## src/rtl/tf_xlate_pkg.sv

```systemverilog
package tf_xlate_pkg;

    // Addressing modes, taken from the low six bits of the option register
    localparam logic [5:0] MAP_MEM  = 6'd0;
    localparam logic [5:0] MAP_IO16 = 6'd1;
    localparam logic [5:0] MAP_PRI  = 6'd2;
    localparam logic [5:0] MAP_SEC  = 6'd3;

    // 16-byte block numbers (address >> 4) of the legacy control windows
    localparam int unsigned PRI_CTL_BLK = 'h3F;
    localparam int unsigned SEC_CTL_BLK = 'h37;
    // Fold distance of a control window: subtract 0x3E8/0x368 == add 8 mod 16
    localparam logic [3:0]  CTL_FOLD    = 4'h8;

    // Internal offsets with local meaning
    localparam logic [3:0] OFF_DATA    = 4'h0;
    localparam logic [3:0] OFF_DATA_HI = 4'h8;
    localparam logic [3:0] OFF_ODD     = 4'h9;
    localparam logic [3:0] OFF_ERRFEAT = 4'hD;
    localparam logic [3:0] OFF_CTLSTAT = 4'hE;
    localparam logic [3:0] OFF_DEVADDR = 4'hF;
    localparam logic [3:0] TF_ERRFEAT  = 4'h1;

    localparam int unsigned SRST_BIT = 2;

    typedef struct packed {
        logic       fwd_rd;     // read goes downstream
        logic       fwd_wr;     // write goes downstream
        logic       wake;       // write of the wake class
        logic [3:0] tf_off;     // offset presented downstream
    } route_t;

    function automatic logic [7:0] devaddr_byte(input logic sel);
        logic [7:0] inv;
        inv = ~{7'b0, sel};
        return 8'hC2 | ((inv << 2) & 8'h3C);
    endfunction

endpackage

```

## src/rtl/tf_addr_map.sv

```systemverilog
module tf_addr_map
    import tf_xlate_pkg::*;
#(
    parameter int unsigned ADDR_W = 11
) (
    input  logic [5:0]        mode,
    input  logic [ADDR_W-1:0] addr,
    output logic [3:0]        off
);
    localparam int unsigned BLK_W = ADDR_W - 4;
    localparam int unsigned WIN_W = ADDR_W - 10;

    logic [BLK_W-1:0] blk;
    logic             in_mem_data;

    assign blk         = addr[ADDR_W-1:4];
    assign in_mem_data = (addr[ADDR_W-1:10] == WIN_W'(1));

    always_comb begin
        // command windows (0x1F0, 0x170) subtract their base: low nibble
        off = addr[3:0];
        case (mode)
            MAP_MEM:  if (in_mem_data) off = OFF_DATA;
            MAP_IO16: off = addr[3:0];
            MAP_PRI:  if (blk == BLK_W'(PRI_CTL_BLK)) off = addr[3:0] + CTL_FOLD;
            MAP_SEC:  if (blk == BLK_W'(SEC_CTL_BLK)) off = addr[3:0] + CTL_FOLD;
            default:  off = addr[3:0];
        endcase
    end
endmodule

```

## src/rtl/tf_route.sv

```systemverilog
module tf_route
    import tf_xlate_pkg::*;
(
    input  logic [3:0] off,
    input  logic       pwrdn_flag,
    input  logic       wr,
    output route_t     rt
);
    always_comb begin
        rt.fwd_rd = !(off inside {OFF_ODD, OFF_CTLSTAT, OFF_DEVADDR});
        rt.fwd_wr = !(off inside {OFF_ODD, OFF_CTLSTAT});
        rt.wake   = wr && pwrdn_flag &&
                    !(off inside {OFF_DATA, OFF_DATA_HI, OFF_ODD, OFF_ERRFEAT, OFF_CTLSTAT});
        if (off == OFF_DATA || off == OFF_DATA_HI)
            rt.tf_off = OFF_DATA;
        else if (off == OFF_ERRFEAT)
            rt.tf_off = TF_ERRFEAT;
        else
            rt.tf_off = off;
    end
endmodule

```

## src/rtl/tf_local_regs.sv

```systemverilog
module tf_local_regs
    import tf_xlate_pkg::*;
#(
    parameter int unsigned DATA_W = 16
) (
    input  logic              clk,
    input  logic              rst,
    input  logic              wr,
    input  logic [3:0]        off,
    input  logic [7:0]        wbyte,
    input  logic [DATA_W-1:0] tf_rdata,
    input  logic              drv_present,
    input  logic [7:0]        drv_status,
    input  logic              drv_sel,
    output logic [DATA_W-1:0] rdata,
    output logic [7:0]        ctrl_q,
    output logic [7:0]        latch_q,
    output logic              phase_q,
    output logic              srst
);
    logic ctl_wr, odd_wr;

    assign ctl_wr = wr && (off == OFF_CTLSTAT);
    assign odd_wr = wr && (off == OFF_ODD);
    assign srst   = ctl_wr && wbyte[SRST_BIT];

    always_ff @(posedge clk) begin
        if (rst || srst) begin
            ctrl_q  <= '0;
            latch_q <= '0;
            phase_q <= 1'b0;
        end else begin
            if (ctl_wr) ctrl_q <= wbyte;
            if (odd_wr) begin
                latch_q <= wbyte;
                phase_q <= !phase_q;
            end
        end
    end

    always_comb begin
        case (off)
            OFF_CTLSTAT: rdata = drv_present ? DATA_W'(drv_status) : '0;
            OFF_DEVADDR: rdata = DATA_W'(devaddr_byte(drv_sel));
            OFF_ODD:     rdata = '0;   // upper byte of a latch that holds a low byte only
            default:     rdata = tf_rdata;
        endcase
    end
endmodule

```

## src/rtl/ata_tf_xlate.sv

```systemverilog
module ata_tf_xlate
    import tf_xlate_pkg::*;
#(
    parameter int unsigned ADDR_W = 11,
    parameter int unsigned DATA_W = 16
) (
    input  logic              clk,
    input  logic              rst,
    input  logic [5:0]        mode,
    input  logic [ADDR_W-1:0] host_addr,
    input  logic [DATA_W-1:0] host_wdata,
    input  logic              host_rd,
    input  logic              host_wr,
    output logic [DATA_W-1:0] host_rdata,
    output logic [3:0]        tf_off,
    output logic [DATA_W-1:0] tf_wdata,
    output logic              tf_rd,
    output logic              tf_wr,
    input  logic [DATA_W-1:0] tf_rdata,
    input  logic              drv_present,
    input  logic [7:0]        drv_status,
    input  logic              drv_sel,
    input  logic              pwrdn_flag,
    output logic              pwrdn_clr,
    output logic              rdy_set,
    output logic [7:0]        dev_ctrl,
    output logic              card_reset,
    output logic [7:0]        byte_latch,
    output logic              byte_phase
);
    logic [3:0] xl_off;
    route_t     rt;

    tf_addr_map #(.ADDR_W(ADDR_W)) u_map (
        .mode (mode),
        .addr (host_addr),
        .off  (xl_off)
    );

    tf_route u_route (
        .off        (xl_off),
        .pwrdn_flag (pwrdn_flag),
        .wr         (host_wr),
        .rt         (rt)
    );

    tf_local_regs #(.DATA_W(DATA_W)) u_regs (
        .clk         (clk),
        .rst         (rst),
        .wr          (host_wr),
        .off         (xl_off),
        .wbyte       (host_wdata[7:0]),
        .tf_rdata    (tf_rdata),
        .drv_present (drv_present),
        .drv_status  (drv_status),
        .drv_sel     (drv_sel),
        .rdata       (host_rdata),
        .ctrl_q      (dev_ctrl),
        .latch_q     (byte_latch),
        .phase_q     (byte_phase),
        .srst        (card_reset)
    );

    assign tf_off    = rt.tf_off;
    assign tf_wdata  = host_wdata;
    assign tf_rd     = host_rd && rt.fwd_rd;
    assign tf_wr     = host_wr && rt.fwd_wr;
    assign pwrdn_clr = rt.wake;
    assign rdy_set   = rt.wake;
endmodule

```

## config.mk

```make
export PLATFORM = sky130hd
export DESIGN_NAME = ata_tf_xlate
export DESIGN_NICKNAME = d
export VERILOG_FILES = /design/src/rtl/tf_xlate_pkg.sv /design/src/rtl/tf_addr_map.sv /design/src/rtl/tf_route.sv /design/src/rtl/tf_local_regs.sv /design/src/rtl/ata_tf_xlate.sv
export SDC_FILE = /design/constraint.sdc
export NUM_CORES = 1
export LEC_CHECK = 0
export BUFFER_PORTS_ARGS = -buffer_cell sky130_fd_sc_hd__buf_4
export CORE_MARGIN = 1
export CORE_UTILIZATION = 40
export CTS_CLUSTER_SIZE = 14
export DETAILED_ROUTE_END_ITERATION = 8
export HOLD_SLACK_MARGIN = 0.15
export PLACE_DENSITY = 0.93
export SYNTH_ARGS = -nofsm -noshare
export SYNTH_HDL_FRONTEND = slang
export SYNTH_SLANG_ARGS = --single-unit
```

## constraint.sdc

```tcl
create_clock -name clk -period 4.7 [get_ports clk]
set_input_delay 0.94 -clock clk [delete_from_list [all_inputs] [get_ports clk]]
set_output_delay 0.94 -clock clk [all_outputs]
set_load 0.05 [all_outputs]
```

After elaboration in Yosys (flattened, before gate mapping)
Index checks and enable logic that the tools add are counted.
{"block": "totals", "mem_bits_rw": 0, "mem_count": 0, "input_bits": 64, "elab_cells": 40, "output_inout_bits": 58, "latch_bits": 0, "romBits": 0, "ff_bits": 17}
{"block": "op_classes", "order_cmp": 0, "n_eq_ne": 9, "mul": 0, "n_reduce_logical": 18, "n_div": 0, "mux": 8, "bitwise": 1, "add_sub_neg": 1, "shifts": 0}
{"operator": "one-hot mux 16 bit (3 select lines)", "count": 1}
{"operator": "== test 4 bit (second input constant)", "count": 5}
{"operator": "two-way mux 4 bit", "count": 5}
{"operator": "== test 7 x 6 -> 1 bit (second input constant)", "count": 2}
{"operator": "== test 6 x 2 -> 1 bit (second input constant)", "count": 2}
{"operator": "one-hot mux 4 bit (3 select lines)", "count": 1}
{"operator": "two-way mux 8 bit", "count": 1}
{"operator": "logical AND 1 bit", "count": 7}
{"operator": "logical NOT 6 bit", "count": 1}
{"operator": "nonzero test 5 bit", "count": 1}
{"operator": "adder 4 bit (second input constant)", "count": 1}
{"operator": "logical NOT 1 bit", "count": 4}
{"operator": "logical NOT 4 bit", "count": 1}
{"operator": "NOT 1 -> 4 bit", "count": 1}
{"operator": "nonzero test 3 bit", "count": 1}
{"operator": "logical OR 1 bit", "count": 2}
{"operator": "nonzero test 2 bit", "count": 1}

Longest topological paths before layout
{"block": "depth", "ltp_word": 7, "depth_mapped": 7, "mapped_depth_nobuf": 5}

Modules after synthesis
Synthesis repeated with hierarchy kept, for this count alone.
{"block": "unflattened", "hier_cells": 158, "hier_area_um2": 1288.7}
{"mod": "tf_local_regs", "seq_area_each_um2": 340.3, "n_inst": 1, "cells_each": 105, "area_per_inst_um2": 909.6}
{"mod": "ata_tf_xlate", "seq_area_each_um2": 0.0, "n_inst": 1, "cells_each": 19, "area_per_inst_um2": 140.1}
{"mod": "tf_addr_map", "seq_area_each_um2": 0.0, "n_inst": 1, "cells_each": 19, "area_per_inst_um2": 128.9}
{"mod": "tf_route", "seq_area_each_um2": 0.0, "n_inst": 1, "cells_each": 15, "area_per_inst_um2": 110.1}

Worst setup path after synthesis
Ideal clock, no wire load.
{"block": "synth_path", "path_kind": "input port to output port", "from": "in mode[0]", "to": "out rdy_set", "n_path_buf": 2, "arrival_ps": 4159, "required_time_ps": 3760, "path_stages": 7, "path_slack_ps": -399, "path_cell_list": "or3b_2 -> o311ai_0 -> and2_1 -> buf_6 -> nor3b_1 -> nor4b_1 -> buf_4"}
{"block": "synth_via", "elab_chain_cells": 6, "word_cells_on_any_way": 12, "classes_between": "6 x eq/ne; 1 x mux; 5 x reduce/logical"}
{"element": "start: declaration", "line_no": "ata_tf_xlate.sv:9", "source": "input logic [5:0] mode,"}
{"element": "== test 6 x 2 -> 1 bit or logical NOT 6 bit (tied branches)", "line_no": "tf_addr_map.sv:22", "source": "case (mode)"}
{"element": "one-hot mux 4 bit (3 select lines) *", "line_no": "tf_addr_map.sv:22"}
{"element": "== test 4 bit or logical NOT 4 bit (tied branches)", "line_no": "tf_route.sv:13", "source": "!(off inside {OFF_DATA, OFF_DATA_HI, OFF_ODD, OFF_ERRFEAT, OFF_CTLSTAT});"}
{"element": "nonzero test 5 bit *", "line_no": "tf_route.sv:13"}
{"element": "logical NOT 1 bit *", "line_no": "tf_route.sv:13"}
{"element": "logical AND 1 bit *", "line_no": "tf_route.sv:12", "source": "rt.wake = wr && pwrdn_flag &&"}
{"element": "end: declaration", "line_no": "ata_tf_xlate.sv:25", "source": "output logic rdy_set,"}
Every way passes the cells marked *; elsewhere a longest branch is shown, timed or not.

Worst setup path after layout
{"block": "layout_path", "from": "in mode[5]", "to": "out host_rdata[5]"}
{"block": "layout_via", "elab_chain_cells": 4, "word_cells_on_any_way": 8, "classes_between": "5 x eq/ne; 2 x mux; 1 x reduce/logical"}
{"element": "== test 6 x 2 -> 1 bit or logical NOT 6 bit (tied branches)", "line_no": "tf_addr_map.sv:22"}
{"element": "one-hot mux 4 bit (3 select lines) *", "line_no": "tf_addr_map.sv:22"}
{"element": "== test 4 bit", "line_no": "tf_local_regs.sv:42", "source": "case (off)"}
{"element": "one-hot mux 16 bit (3 select lines) *", "line_no": "tf_local_regs.sv:42"}
{"element": "end: declaration", "line_no": "ata_tf_xlate.sv:14", "source": "output logic [DATA_W-1:0] host_rdata,"}
Marks and branches as above.

==> run_results.csv <==
group,metric,value,unit
power,power_density,215,nW/µm²
setup_path,crit_buf_inv,2,
drt,routed_wl,3.92,mm
floorplan,core_region_area,3130,µm²
finish,final_common_cell,"buf_4",
clock_network,htreeDepth,1,
drt,dr_total_vias,1511,
yosys,synth_edf_count,0,
sta,timing.slew.headroom,55.7,%
setup_path,cpMostUsedCell,"buf_4",
global_route,grt_pass1_vias,1335,
floorplan,die_w,60.2,µm
global_route,grt_remaining_overflow,0,
yosys,yosysUniqueCellTypes,40,
finish,n_antenna_cell,0,
sta,hold_viol,0,
yosys,syn_nets,228,
finish,layout-drive-gt1-share,50.8,%
drt,vias_per_cell,5.17,
sta,setup_tns,0,ps
clock_network,cts_tree,"done",
sta,period_minus_slack,4060,ps
clock_network,root_buffer,"clkbuf_4",
setup_path,cp_cell_sequence,"buf_4 -> or4_4 -> o41a_1 -> and2_1 -> or2_1 -> o2bb2ai_4 -> buf_4",
yosys,yosys.area.top_type,"dfxtp_1",
finish,nNetsFinal,313,
yosys,synth-main-ff-cell,"dfxtp_1",
global_route,antenna_found_initial,0,
sta,fmax,246,MHz
floorplan,die_area,3620,µm²
drt,wl_per_cell,13.4,µm
clock_network,clock_sinks,17,
placement,dp_hpwl,3.18,mm
floorplan,rows,20,
job,drv_cap,0,
placement,io_buffers,105,
global_route,grt_pass1_wl,5.67,mm
global_route,grt_max_degree,27,
yosys,synth_area,1350,µm²
clock_network,cts_buffers,3,
yosys,yosys_warnings,0,
min_path,hold_path_class,"reg2reg",
drt,antenna_left,0,
setup_path,crit_path_max_fanout,9,
sta,period_share,86.4,%
yosys,synth_seq_cells,17,
sta,worst_pin_slew,658,ps
clock_network,clk_pin_slew_worst_paths,90,ps
floorplan,ios,122,
clock_network,post_cts_resize_count,0,
yosys,ys_top_cells_by_area,"dfxtp_1, buf_4, a21oi_1, o2bb2ai_2, o32ai_1",
placement,place_congestion,0.799,
yosys,async_flop_share,0,%
yosys,yosysSeqAreaShare,25.2,%
global_route,grt.total_usage,20.3,%
clock_network,cts.path.max_buffers,2,
status,outcome,"completed",
setup_path,worstPathArrival,3120,ps
floorplan,die_y,60.2,µm
drt,drtIter0Drc,41,
yosys,syn_inst,164,
sta,rsz0062_at_grt,"false",
yosys,syn_avg_cell_area,8.25,µm²
sta,drv_slew,0,
setup_path,start_kind,"input pin",
finish,layout_common_cells,"buf_4, dfxtp_1, a21oi_1",
sta,clock_skew,0,ps
setup_path,path_delay_family,"simple AND/OR/NAND/NOR gates",
setup_path,path_class,"in2out",
power,cellLeakagePower,0.000897,µW
drt,drt_pass1_iterations,4,
clock_network,insertion_delay,290,ps
setup_path,cp.required,3760,ps
clock_network,post-cts-setup-buffers,0,
power,power,442,µW
drt,drcViolationCount,0,
setup_path,cp-end-kind,"output port",
clock_network,ctsHoldBuffers,0,
yosys,synth_top_area_share,25.2,%
setup_path,cpPeakStageDelay,530,ps
finish,area_growth,52.0,%
power,ir_worst_vdd,0.129,mV
sta,final-setup-viol-count,0,
setup_path,crit_slowest_cell,"or4_4",
floorplan,initial_core_util,43.2,%
cells by family after synthesis:
logic type | share of synthesized area, %
DFF | 25.2
AOI/OAI and AO/OA | 29.8
buffers and inverters | 15.3
xor gates and xnor gates | 1.30
and+or+nand+nor | 28.5
path summary, 6_finish.rpt:
check | endpoint | depth (start not counted) | slack, ps | startpoint
max | host_rdata[5] | 7 | 640 | mode[5]
min | u_regs.ctrl_q[2]$_SDFFE_PP0P_ | 2 | 470 | u_regs.ctrl_q[2]$_SDFFE_PP0P_
max reg2reg | u_regs.phase_q$_SDFFE_PP0P_ | 2 | 3860 | u_regs.phase_q$_SDFFE_PP0P_
min reg2reg | u_regs.ctrl_q[2]$_SDFFE_PP0P_ | 2 | 470 | u_regs.ctrl_q[2]$_SDFFE_PP0P_
power breakdown:
| group | internal, µW | switching [µW] | total [µW] |
|---|---|---|---|
| registers | 146 | 1.09 | 147 |
| logic | 82.6 | 134 | 217 |
| clock network | 33.0 | 44.7 | 77.8 |
area by class of cell:
type	instances	area (µm²)
repair buffers	105	788
flip-flops and latches	17	340
well taps	44	55.1
multi-input cells	113	812
inverters	9	33.8
clock buffers	4	26.3
fillers	286	1070
stage by stage:
step	utilization, %	area, µm²	std cells	hold slack, ps	worst slack, ps
final	65.7	2060	292	472	640
after global routing	65.7	2060	292	493	564
after CTS	65.7	2060	292	479	646
after detailed placement	64.9	2030	288	466	650
after global placement	64.9	2030	288	442	668
after floorplan	-	1360	164	672	395
flip-flops by register name, indices dropped and copies added, names as in the netlist:
signal and count:
u_regs.latch_q 8, u_regs.ctrl_q 8, u_regs.phase_q 1
synth_stat cells (all sizes together) (2+ instances only):
| cell | count |
|---|---|
| o32ai | 8 |
| nand2b | 10 |
| nor3b | 3 |
| o22ai | 2 |
| a21oi | 18 |
| nor2b | 11 |
| o21ai | 8 |
| buf | 19 |
| a21o | 2 |
| or2 | 4 |
| dfxtp | 17 |
| clkbuf | 6 |
| nand3 | 2 |
| and2 | 2 |
| nand4b | 7 |
| nor2 | 9 |
| nand2 | 5 |
| inv | 9 |
| or3b | 2 |
| o2bb2ai | 6 |
layer usage:
layer | routed length (µm) | track usage [%]
met5 | 0 | 0
met4 | 91 | 6.64
met3 | 292 | 3.68
met2 | 1970 | 36.9
met1 | 1560 | 23.7
worst register-to-register path, cell delays in order, from the launching register on:
cell and delay (ps):
dfxtp_1 330, or2_2 290, o22ai_1 140
(Power assumes the default switching activity.)
